$ cat config.mk
export PLATFORM = sky130hd
export DESIGN_NAME = burst_col_gen
export DESIGN_NICKNAME = d
export VERILOG_FILES = /design/src/rtl/burst_col_pkg.sv /design/src/rtl/burst_col_ctrl.sv /design/src/rtl/burst_col_dp.sv /design/src/rtl/burst_col_gen.sv
export SDC_FILE = /design/constraint.sdc
export NUM_CORES = 1
export LEC_CHECK = 0
export ABC_AREA = 1
export BUFFER_PORTS_ARGS = -buffer_cell sky130_fd_sc_hd__buf_2
export CAP_MARGIN = 20
export CELL_PAD_IN_SITES_DETAIL_PLACEMENT = 1
export CELL_PAD_IN_SITES_GLOBAL_PLACEMENT = 1
export CORE_MARGIN = 2
export CORE_UTILIZATION = 42
export DETAILED_ROUTE_END_ITERATION = 6
export PLACE_DENSITY = 0.85
export SLEW_MARGIN = 15
export SYNTH_ARGS = -nofsm -noshare
export SYNTH_HDL_FRONTEND = slang
export SYNTH_SLANG_ARGS = --single-unit
$ cat constraint.sdc
create_clock -name clk -period 3.7 [get_ports clk]
set_input_delay 0.74 -clock clk [delete_from_list [all_inputs] [get_ports clk]]
set_output_delay 0.74 -clock clk [all_outputs]
set_load 0.005 [all_outputs]
$ cat src/rtl/burst_col_pkg.sv
`timescale 1ns/1ps
package burst_col_pkg;

  // Burst length codes held in the mode register
  typedef enum logic [1:0] {
    LEN_2    = 2'd0,
    LEN_4    = 2'd1,
    LEN_8    = 2'd2,
    LEN_PAGE = 2'd3
  } burst_len_e;

  // Strobes from control to the address datapath
  typedef struct packed {
    logic loadStart;  // capture start column, clear pair counter
    logic forceEven;  // clear bit 0 of the captured start column
    logic advance;    // step to the next address pair
    logic rdBeat;     // the current pair belongs to a read burst
  } dp_strobe_t;

endpackage

$ cat src/rtl/burst_col_ctrl.sv
`timescale 1ns/1ps
module burst_col_ctrl
  import burst_col_pkg::*;
#(
  parameter int COL_W = 8
) (
  input  logic             clk,
  input  logic             rstN,
  input  logic             modeWrEn,
  input  logic [1:0]       modeLen,
  input  logic             modeInterleave,
  input  logic             modeLat4,
  input  logic             startEn,
  input  logic             startColLsb,
  input  logic             startIsRead,
  input  logic             stopEn,
  input  logic [COL_W-2:0] pairIdx,
  output dp_strobe_t       strb,
  output logic [COL_W-1:0] burstMask,
  output logic             burstInterleave,
  output logic             lat4,
  output logic             colValid,
  output logic             colLast,
  output logic             modeIllegal,
  output logic             oddStartErr
);

  burst_len_e modeLenQ, curLenQ;
  logic modeInterQ, modeLat4Q;
  logic curInterQ, activeQ, isReadQ, oddErrQ;
  logic startOk, endNow;
  logic [COL_W-1:0] maskC;
  logic [COL_W-2:0] lastPair;

  // mode register
  always_ff @(posedge clk or negedge rstN) begin
    if (!rstN) begin
      modeLenQ   <= LEN_2;
      modeInterQ <= 1'b0;
      modeLat4Q  <= 1'b0;
    end else if (modeWrEn) begin
      modeLenQ   <= burst_len_e'(modeLen);
      modeInterQ <= modeInterleave;
      modeLat4Q  <= modeLat4;
    end
  end

  assign modeIllegal = (modeLenQ == LEN_PAGE) && modeInterQ;
  assign startOk     = startEn && !modeIllegal;

  // wrap mask of the running burst
  always_comb begin
    case (curLenQ)
      LEN_2:   maskC = COL_W'(1);
      LEN_4:   maskC = COL_W'(3);
      LEN_8:   maskC = COL_W'(7);
      default: maskC = '1;
    endcase
  end

  assign lastPair = maskC[COL_W-1:1];
  assign colLast  = activeQ && (curLenQ != LEN_PAGE) && (pairIdx == lastPair);
  assign endNow   = activeQ && (stopEn || colLast);

  // burst state: a start outranks completion and stop
  always_ff @(posedge clk or negedge rstN) begin
    if (!rstN) begin
      activeQ   <= 1'b0;
      curLenQ   <= LEN_2;
      curInterQ <= 1'b0;
      isReadQ   <= 1'b0;
      oddErrQ   <= 1'b0;
    end else if (startOk) begin
      activeQ   <= 1'b1;
      curLenQ   <= modeLenQ;
      curInterQ <= modeInterQ;
      isReadQ   <= startIsRead;
      oddErrQ   <= (modeLenQ == LEN_PAGE) && startColLsb;
    end else begin
      oddErrQ <= 1'b0;
      if (endNow) activeQ <= 1'b0;
    end
  end

  always_comb begin
    strb.loadStart = startOk;
    strb.forceEven = (modeLenQ == LEN_PAGE);
    strb.advance   = activeQ;
    strb.rdBeat    = activeQ && isReadQ;
  end

  assign burstMask       = maskC;
  assign burstInterleave = curInterQ;
  assign lat4            = modeLat4Q;
  assign colValid        = activeQ;
  assign oddStartErr     = oddErrQ;

  AST_ILLEGAL_REFUSED: assert property (@(posedge clk) disable iff (!rstN)
    (modeIllegal && startEn && !activeQ) |=> !activeQ);
  AST_FIXED_ENDS: assert property (@(posedge clk) disable iff (!rstN)
    (colLast && !startEn) |=> !colValid);
  AST_ODD_ONE_CYCLE: assert property (@(posedge clk) disable iff (!rstN)
    (oddStartErr && !startEn) |=> !oddStartErr);

endmodule

$ cat src/rtl/burst_col_dp.sv
`timescale 1ns/1ps
module burst_col_dp
  import burst_col_pkg::*;
#(
  parameter int COL_W  = 8,
  parameter int LAT_LO = 3,
  parameter int LAT_HI = 4
) (
  input  logic             clk,
  input  logic             rstN,
  input  dp_strobe_t       strb,
  input  logic [COL_W-1:0] startCol,
  input  logic [COL_W-1:0] burstMask,
  input  logic             burstInterleave,
  input  logic             lat4,
  output logic [COL_W-2:0] pairIdx,
  output logic [COL_W-1:0] colA,
  output logic [COL_W-1:0] colB,
  output logic             rdDataValid
);

  localparam int LANES = 2;

  logic [COL_W-1:0] startQ;
  logic [COL_W-2:0] pairQ;
  logic [LAT_HI:1]  rdPipe;
  logic [COL_W-1:0] laneCol [LANES];

  always_ff @(posedge clk or negedge rstN) begin
    if (!rstN) begin
      startQ <= '0;
      pairQ  <= '0;
    end else if (strb.loadStart) begin
      startQ <= strb.forceEven ? {startCol[COL_W-1:1], 1'b0} : startCol;
      pairQ  <= '0;
    end else if (strb.advance) begin
      pairQ <= pairQ + 1'b1;
    end
  end

  // one address lane per strobe edge
  for (genvar ln = 0; ln < LANES; ln++) begin : gLane
    logic [COL_W-1:0] beat, offSeq, offInt, offSel;
    assign beat   = {pairQ, 1'(ln)};
    assign offSeq = startQ + beat;
    assign offInt = startQ ^ beat;
    assign offSel = burstInterleave ? offInt : offSeq;
    assign laneCol[ln] = (startQ & ~burstMask) | (offSel & burstMask);
  end

  assign colA    = laneCol[0];
  assign colB    = laneCol[1];
  assign pairIdx = pairQ;

  // read data-valid delay line
  always_ff @(posedge clk or negedge rstN) begin
    if (!rstN) rdPipe <= '0;
    else       rdPipe <= {rdPipe[LAT_HI-1:1], strb.rdBeat};
  end

  assign rdDataValid = lat4 ? rdPipe[LAT_HI] : rdPipe[LAT_LO];

  AST_RD_LAT_LO: assert property (@(posedge clk) disable iff (!rstN)
    (rdDataValid && !lat4) |-> $past(strb.rdBeat, LAT_LO));
  AST_RD_LAT_HI: assert property (@(posedge clk) disable iff (!rstN)
    (rdDataValid && lat4) |-> $past(strb.rdBeat, LAT_HI));
  AST_PAGE_EVEN: assert property (@(posedge clk) disable iff (!rstN)
    (strb.loadStart && strb.forceEven) |=> !colA[0]);

endmodule

$ cat src/rtl/burst_col_gen.sv
`timescale 1ns/1ps
module burst_col_gen
  import burst_col_pkg::*;
#(
  parameter int COL_W  = 8,
  parameter int LAT_LO = 3,
  parameter int LAT_HI = 4
) (
  input  logic             clk,
  input  logic             rstN,
  input  logic             modeWrEn,
  input  logic [1:0]       modeLen,
  input  logic             modeInterleave,
  input  logic             modeLat4,
  input  logic             startEn,
  input  logic [COL_W-1:0] startCol,
  input  logic             startIsRead,
  input  logic             stopEn,
  output logic [COL_W-1:0] colA,
  output logic [COL_W-1:0] colB,
  output logic             colValid,
  output logic             colLast,
  output logic             rdDataValid,
  output logic             modeIllegal,
  output logic             oddStartErr
);

  dp_strobe_t       strb;
  logic [COL_W-1:0] burstMask;
  logic             burstInterleave, lat4;
  logic [COL_W-2:0] pairIdx;

  burst_col_ctrl #(.COL_W(COL_W)) uCtrl (
    .clk(clk), .rstN(rstN),
    .modeWrEn(modeWrEn), .modeLen(modeLen),
    .modeInterleave(modeInterleave), .modeLat4(modeLat4),
    .startEn(startEn), .startColLsb(startCol[0]),
    .startIsRead(startIsRead), .stopEn(stopEn),
    .pairIdx(pairIdx), .strb(strb),
    .burstMask(burstMask), .burstInterleave(burstInterleave),
    .lat4(lat4), .colValid(colValid), .colLast(colLast),
    .modeIllegal(modeIllegal), .oddStartErr(oddStartErr)
  );

  burst_col_dp #(.COL_W(COL_W), .LAT_LO(LAT_LO), .LAT_HI(LAT_HI)) uDp (
    .clk(clk), .rstN(rstN), .strb(strb), .startCol(startCol),
    .burstMask(burstMask), .burstInterleave(burstInterleave),
    .lat4(lat4), .pairIdx(pairIdx),
    .colA(colA), .colB(colB), .rdDataValid(rdDataValid)
  );

  AST_STOP_ENDS: assert property (@(posedge clk) disable iff (!rstN)
    (colValid && stopEn && !startEn) |=> !colValid);

endmodule

==> results of run 1 <==
## cells in the final DEF (no fill, tap or decap), types with 2 or more instances in the layout
cell,n
sky130_fd_sc_hd__ha_1,7
sky130_fd_sc_hd__nand3_1,19
sky130_fd_sc_hd__a21oi_1,6
sky130_fd_sc_hd__o22ai_1,4
sky130_fd_sc_hd__o21ai_1,13
sky130_fd_sc_hd__nand2_2,5
sky130_fd_sc_hd__clkbuf_8,7
sky130_fd_sc_hd__inv_1,27
sky130_fd_sc_hd__buf_2,38
sky130_fd_sc_hd__dfrtp_1,29
sky130_fd_sc_hd__nand2_1,94
sky130_fd_sc_hd__nor3_1,3
sky130_fd_sc_hd__nor2_2,5
sky130_fd_sc_hd__o21ai_0,13
sky130_fd_sc_hd__nor2_1,12
sky130_fd_sc_hd__fa_1,2
sky130_fd_sc_hd__inv_2,6
## state kept, by name, indices dropped and copies added, names as in the netlist, 2 cells and up
register        flops
uDp.rdPipe          4
uCtrl.curLenQ       2
uDp.startQ          8
uCtrl.modeLenQ      2
uDp.pairIdx         7
## per-layer routing
layer | up-vias | track usage
met1 | 894 | 0.271
met2 | 22 | 0.409
met3 | 6 | 0.0433
met5 | - | 0
li1 | 898 | -
met4 | 0 | 0.0641
## path summary, 6_finish.rpt
path                                      from  slack (ns)        endpoint  cells past startpoint
max in group asynchronous                 rstN        2.78  uDp.pairIdx[6]                      1
worst min register to register   uDp.rdPipe[1]        0.37   uDp.rdPipe[2]                      0
min in group asynchronous                 rstN        0.48   uDp.rdPipe[2]                      1
worst min-delay path             uDp.rdPipe[1]        0.37   uDp.rdPipe[2]                      0
worst max register to register  uDp.pairIdx[1]        2.19  uDp.pairIdx[6]                      7
worst max-delay path            uDp.pairIdx[0]        0.90         colA[5]                     10
## per-stage QoR
step	std cells	power, uW	utilization
after global routing	352	997	0.504
after floorplan	260	552	-
after detailed placement	344	650	0.480
after global placement	344	637	0.480
after CTS	352	943	0.504
final	352	934	0.504
## final cells by class
cell class / count / area [sq um]
inverters: 34 / 128
well taps: 52 / 65.1
repair buffers: 38 / 190
clock inverters: 1 / 5.00
multi-input cells: 191 / 955
flip-flops and latches: 29 / 726
clock buffers: 7 / 96.3
fillers: 572 / 2130
## kinds of logic after synthesis
family | after synthesis | synth area share
simple gates | 144 | 0.336
buf+inv | 40 | 0.0956
compound gates | 37 | 0.104
flops | 29 | 0.391
fa+ha+maj | 9 | 0.0687
xor+xnor | 1 | 0.00471
## critical path: cells and delay by family, from the launching register on
kind / cells / cell delay [ns]
AOI/OAI and AO/OA: 2 / 0.20
adders and majority gates: 2 / 0.65
buffers and inverters: 2 / 0.20
DFF: 1 / 0.44
and+or+nand+nor: 4 / 0.28
## where the power goes
part | internal (uW) | switching [uW]
sequential | 348 | 39.2
clock | 168 | 121
combinational | 101 | 157
==> key figures, run 1 <==
Floorplan
  – Width of the die: 70.5 microns
  – I/O Pins: 39
  – Die outline height: 70.5 microns
  – Initial core utilization: 0.433
  – Standard-cell row count: 24
  – Core area: 4290 sq um
  – Area of the die: 4970 sq um

Route
  – Aggregate routed wire length: 4990 microns
  – Wire length on met2: 2620 microns
  – Remaining number of nets flagged by the antenna check after routing: 0
  – Amount of wire on met3 after detailed routing: 144 microns
  – Uppermost layer routed: met4
  – DRC violation count after routing: 0
  – Vias/cell: 5.17
  – Vias after detailed routing: 1820
  – Drt initial violations: 52
  – Routed wire per std cell: 14.2 microns
  – Pre-Repair DR Iteration Count: 4
  – Met1 Routed Length: 2180 microns

Synthesis
  – Cell variety after synth: 27
  – Cell with the most instances after synthesis: sky130_fd_sc_hd__nand2_1
  – Cells taking the most area after synthesis: sky130_fd_sc_hd__dfrtp_1 39%, sky130_fd_sc_hd__nand2_1 19%, sky130_fd_sc_hd__inv_1 5.5%
  – Share of the synthesized area in the top cell type: 0.391
  – Sequential-to-total area share from yosys stat: 0.391
  – Number of register bits inferred by synthesis: 29
  – Net count after synthesis: 287
  – Library cell with the largest summed area after synthesis: sky130_fd_sc_hd__dfrtp_1
  – Top cells by instance count after synthesis: 94 x sky130_fd_sc_hd__nand2_1, 29 x sky130_fd_sc_hd__dfrtp_1, 27 x sky130_fd_sc_hd__inv_1, 19 x sky130_fd_sc_hd__nand3_1
  – Number of enable flip-flop cells after synthesis: 0
  – Primary FF master, synth: sky130_fd_sc_hd__dfrtp_1
  – Average footprint of a synthesized cell: 7.15 sq um
  – Async SR Flop Fraction: 1.00
  – Synth Instances: 260
  – Summed instance area of the synthesized netlist: 1860 sq um
  – Synthesis warning total: 0

Job
  – Max Cap Violations: 0

Critical path
  – Kind of critical path: reg2out
  – Largest fanout on the critical path: 5
  – Endpoint required time on the critical path: 2.96 ns
  – Stage delay of the slowest cell on the critical path: 0.44 ns
  – Critical-path top delay cell: sky130_fd_sc_hd__dfrtp_1
  – Sort of element at the start of the critical path: register
  – Capturing element type of the critical path: primary output
  – Worst endpoint data arrival time: 2.06 ns
  – Most numerous cell on the critical path: sky130_fd_sc_hd__nand2_1
  – Sequence of cells on the critical path: ha_1, fa_1, inv_1, nor2_1, nand2_1, nand2_1, a21oi_1, o21ai_0, nand2_1, buf_2

CTS
  – Clock root buffer: sky130_fd_sc_hd__clkbuf_8
  – H-tree level count: 2
  – Number of buffers inserted during clock tree synthesis: 5
  – Post-CTS setup repair buffer count: 0
  – Clock transition at the registers of the reported paths: 0.06 ns
  – Clock sinks: 29
  – CTS tree: built
  – Hold buffers post-CTS: 0
  – Max Root-Sink Buffers: 2
  – Worst skew pair latency: 0.28 ns
  – Number of cells upsized or downsized after cts: 0

Timing
  – Worst clock skew: 0.00890 ns
  – Final hold violations: 0
  – Min Hold Slack: 0.368 ns
  – Worst max-slew margin expressed relative to the limit: 0.566
  – Final worst-path cycle share: 0.757
  – Unrepaired setup endpoints after global routing: no
  – Worst-margin pin slew: 0.651 ns
  – Maximum clock frequency: 0.357 GHz
  – Sum of negative setup slack: 0 ns
  – Post-layout minimum cycle time: 2.80 ns
  – Worst Setup Slack, final: 0.898 ns
  – Total of endpoints with negative setup slack in the final report: 0
  – Max Transition Viols Final: 0

Global routing
  – Pin count of the biggest net entering global routing: 30
  – Combined global-route utilization of all metal layers: 0.226
  – Antenna violations before repair: 0
  – Via count of the first global-routing pass: 1930
  – Global-route wire length before repair: 8780 microns
  – GRT overflow: 0

Power
  – Maximum vdd ir drop: 0.260 mV
  – Leak pwr: 0.00120 uW
  – Power per cell area: 431 nW/um^2

Layout
  – Post-synthesis to final-layout area growth: 16.5%
  – Number of nets in the layout: 326
  – Total non-filler cell area in the finished layout: 2160 sq um
  – Fraction of final layout cells sized beyond drive strength 1: 0.220
  – Number of antenna cells inserted: 0

Placement
  – Post-place instance area: 2060 sq um
  – Count of input and output buffers: 38
  – Routability-driven placement congestion ratio: 0.819
  – Post-detail-place hpwl: 3850 microns
  – Placement Setup Slack: 1.21 ns

Outcome
  – Outcome: completed

Min path
  – Worst min-delay path class: reg2reg
Note: power is estimated with default switching activity, not from simulation.
==> inputs of run 2 (changes only) <==
--- a/config.mk
+++ b/config.mk
@@ -5,15 +5,15 @@
 export SDC_FILE = /design/constraint.sdc
 export NUM_CORES = 1
 export LEC_CHECK = 0
-export ABC_AREA = 1
+export ABC_AREA = 0
 export BUFFER_PORTS_ARGS = -buffer_cell sky130_fd_sc_hd__buf_2
 export CAP_MARGIN = 20
 export CELL_PAD_IN_SITES_DETAIL_PLACEMENT = 1
 export CELL_PAD_IN_SITES_GLOBAL_PLACEMENT = 1
 export CORE_MARGIN = 2
-export CORE_UTILIZATION = 42
+export CORE_UTILIZATION = 37
 export DETAILED_ROUTE_END_ITERATION = 6
-export PLACE_DENSITY = 0.85
+export PLACE_DENSITY = 0.76
 export SLEW_MARGIN = 15
 export SYNTH_ARGS = -nofsm -noshare
 export SYNTH_HDL_FRONTEND = slang
==> constraint.sdc (replaced) <==
create_clock -name clk -period 2.3 [get_ports clk]
set_input_delay 0.46 -clock clk [delete_from_list [all_inputs] [get_ports clk]]
set_output_delay 0.46 -clock clk [all_outputs]
set_load 0.005 [all_outputs]
==> run 2 against run 1 <==
The run now ends with negative setup slack left. Synthesized area is 1.1% lower. Hold slack worse by 0.17 ns. Critical path depth decreased by 2. Clock skew increased by 0.0011 ns. Sequential cell count is the same. Clock power grew 87%. Via count down 6.0%. Wire length decreased by 1.2%.
==> key figures, run 2 <==
Outcome
  – Outcome: finished, violations left
  – Violated checks: negative setup slack

Global routing
  – Global-route wire length before repair: 7600 microns (-13%)
  – Pin count of the biggest net entering global routing: 30 (unchanged)
  – GRT overflow: 0 (unchanged)
  – Antenna violations before repair: 0 (unchanged)
  – Via count of the first global-routing pass: 1708 (-12%)
  – Combined global-route utilization of all metal layers: 0.183 (-0.0428)

Critical path
  – Endpoint required time on the critical path: 1.84 ns (-1.12 ns)
  – Number of cells on the worst reg-to-reg path: 8 (+1)
  – Source of the worst register-to-register timing path: uDp.pairIdx[0]
  – Largest fanout on the critical path: 3 (-2)
  – Reg2reg setup slack: 0.42 ns (-1.77 ns)
  – Kind of critical path: reg2out
  – Worst endpoint data arrival time: 2.28 ns (+0.22 ns)
  – Sort of element at the start of the critical path: register
  – Capturing element type of the critical path: primary output
  – Worst r2r dst: uCtrl.colValid

Power
  – Power per cell area: 766 nW/um^2 (+77%)
  – Post-route total power: 1890 uW (+100%)
  – Maximum vdd ir drop: 0.588 mV (+130%)
  – Leak pwr: 0.00118 uW (-1.9%)

Layout
  – Number of antenna cells inserted: 0 (unchanged)
  – Final-layout fill cell count: 585 (+2.3%)
  – Total non-filler cell area in the finished layout: 2470 sq um (+14%)
  – Post-layout instance count excluding filler cells: 338 (-4.0%)
  – Most flop-heavy register: uDp.startQ
  – Commonest cells after routing, fill and taps aside: 41 x sky130_fd_sc_hd__nand2_1, 38 x sky130_fd_sc_hd__buf_2, 26 x sky130_fd_sc_hd__buf_4, 26 x sky130_fd_sc_hd__dfrtp_1, 21 x sky130_fd_sc_hd__nor2_1
  – Fraction of final layout cells sized beyond drive strength 1: 0.380 (+0.160)
  – Flip-flop count of the largest register, all copies and words added: 8 (unchanged)
  – Most common cell after layout, fill and taps aside: sky130_fd_sc_hd__nand2_1
  – Share of the core filled with cells in the final layout: 0.521 (+0.0164)
  – Number of nets in the layout: 297 (-8.9%)
  – Post-synthesis to final-layout area growth: 34.7%

Job
  – Max Cap Violations: 0 (unchanged)

Synthesis
  – Cell variety after synth: 41 (+52%)
  – Synth Instances: 207 (-20%)
  – Number of register bits inferred by synthesis: 29 (unchanged)
  – Cells taking the most area after synthesis: sky130_fd_sc_hd__dfrtp_1 40%, sky130_fd_sc_hd__nand2_1 8.4%, sky130_fd_sc_hd__ha_1 4.8%
  – Library cell with the largest summed area after synthesis: sky130_fd_sc_hd__dfrtp_1
  – Number of enable flip-flop cells after synthesis: 0 (unchanged)
  – Synthesis warning total: 0 (unchanged)
  – Top cells by instance count after synthesis: 41 x sky130_fd_sc_hd__nand2_1, 29 x sky130_fd_sc_hd__dfrtp_1, 22 x sky130_fd_sc_hd__nor2_1, 16 x sky130_fd_sc_hd__a21oi_1, 14 x sky130_fd_sc_hd__o21ai_0
  – Net count after synthesis: 234 (-18%)
  – Average footprint of a synthesized cell: 8.87 sq um (+24%)
  – Async SR Flop Fraction: 1.00 (unchanged)
  – Share of the synthesized area in the top cell type: 0.395 (+0.00452)
  – Summed instance area of the synthesized netlist: 1840 sq um (-1.1%)
  – Primary FF master, synth: sky130_fd_sc_hd__dfrtp_1
  – Sequential-to-total area share from yosys stat: 0.395 (+0.00452)
  – Cell with the most instances after synthesis: sky130_fd_sc_hd__nand2_1

CTS
  – Number of buffers inserted during clock tree synthesis: 5 (unchanged)
  – Clock transition at the registers of the reported paths: 0.07 ns (about the same)
  – Clock root buffer: sky130_fd_sc_hd__clkbuf_8
  – Worst skew pair latency: 0.28 ns (about the same)
  – H-tree level count: 2 (unchanged)
  – Clock sinks: 29 (unchanged)
  – Max Root-Sink Buffers: 2 (unchanged)
  – CTS tree: built

Floorplan
  – Standard-cell row count: 25 (+4.2%)
  – I/O Pins: 39 (unchanged)
  – Area of the die: 5540 sq um (+12%)
  – Core area: 4750 sq um (+11%)
  – Initial core utilization: 0.386 (-0.0464)
  – Width of the die: 74.5 microns (+5.6%)
  – Die outline height: 74.5 microns (+5.6%)

Timing
  – Worst clock skew: 0.00999 ns (+0.00108 ns)
  – Post-layout minimum cycle time: 2.74 ns
  – Maximum clock frequency: 0.365 GHz
  – Unrepaired setup endpoints after global routing: yes
  – Worst max-slew margin expressed relative to the limit: 0.539 (-0.0273)
  – Sum of negative setup slack: -2.83 ns (-2.83 ns)
  – Worst-margin pin slew: 0.692 ns (+0.0409 ns)
  – Worst Setup Slack, final: -0.441 ns (-1.34 ns)
  – Final worst-path cycle share: 1.19
  – Final hold violations: 0 (unchanged)
  – Total of endpoints with negative setup slack in the final report: 13 (+13)
  – Max Transition Viols Final: 0 (unchanged)

Placement
  – Count of input and output buffers: 38 (unchanged)
  – Number of cells in the design after placement: 323 (-6.1%)
  – Post-place instance area: 2210 sq um (+7.3%)
  – Routability-driven placement congestion ratio: 0.843 (+2.9%)
  – Post-detail-place hpwl: 3530 microns (-8.4%)

Route
  – DRC violation count after routing: 0 (unchanged)
  – Vias after detailed routing: 1710 (-6.0%)
  – Vias/cell: 5.06 (-2.2%)
  – Remaining number of nets flagged by the antenna check after routing: 0 (unchanged)
  – Drt initial violations: 52 (unchanged)
  – Aggregate routed wire length: 4930 microns (-1.2%)
  – Routed wire per std cell: 14.6 microns (+2.8%)
  – Pre-Repair DR Iteration Count: 4 (unchanged)

Min path
  – Worst min-delay path class: in2async
run 2: power breakdown:
part	internal, uW	switching [uW]
logic	365	340
clock network	353	187
registers	571	78.5
total	1290	606
run 2: worst max-delay path, cell delays in order, from the launching register on:
cell,delay [ns]
sky130_fd_sc_hd__dfrtp_2,0.43
sky130_fd_sc_hd__ha_4,0.17
sky130_fd_sc_hd__fa_2,0.36
sky130_fd_sc_hd__a21o_1,0.20
sky130_fd_sc_hd__a21oi_4,0.16
sky130_fd_sc_hd__o221a_2,0.22
sky130_fd_sc_hd__a21oi_2,0.04
sky130_fd_sc_hd__a311o_1,0.31
sky130_fd_sc_hd__buf_2,0.13
run 2: cell type report:
class	count	area, sq um	share of cell area
inverters	8	30.0	0.0121
flip-flops and latches	29	729	0.295
repair buffers	67	419	0.169
multi-input cells	159	1100	0.443
clock buffers	7	86.3	0.0349
clock inverters	1	30.0	0.0121
well taps	67	83.8	0.0339
run 2: per-stage QoR:
step           hold WS [ns]  worst slack [ns]
6_report              0.199            -0.441
5_1_grt               0.247            -0.527
4_1_cts               0.219            -0.412
3_5_place_dp          0.354            -0.106
3_3_place_gp          0.338           -0.0917
2_1_floorplan         0.164           0.00356
run 2: metal layers:
layer | track usage | vias up | share of wire
li1 | - | 831 | -
met1 | 0.229 | 828 | 0.44
met2 | 0.314 | 36 | 0.50
met3 | 0.0379 | 15 | 0.036
met4 | 0.0635 | 0 | 0.027
met5 | 0 | - | 0
run 2: cells by family after synthesis:
group,share of synthesized area
AOI/OAI and AO/OA,0.142
xor gates and xnor gates,0.0668
adders and majority gates,0.0695
buffers and inverters,0.0593
DFF,0.395
muxes,0.0409
and+or+nand+nor,0.227
run 2: what timing repair did:
| action | 4_1_cts | 5_1_grt |
|---|---|---|
| setup buffers | 3 | 4 |
| hold buffers | 0 | 0 |
| pin swaps | 8 | 10 |
| gates resized for setup | 11 | 17 |
| setup endpoints to repair | 9 | 13 |
run 2: how the worst max path moves through the flow:
stage	slack [ns]	end	startpoint
6_report	-0.44	colA[7]	uDp.pairIdx[0]
3_3_place_gp	-0.09	colB[7]	uDp.pairIdx[0]
2_1_floorplan	0.004	colA[7]	uDp.pairIdx[0]
3_5_place_dp	-0.11	colB[7]	uDp.pairIdx[0]
4_1_cts	-0.41	colA[7]	uDp.pairIdx[0]
5_1_grt	-0.53	colA[7]	uDp.pairIdx[0]
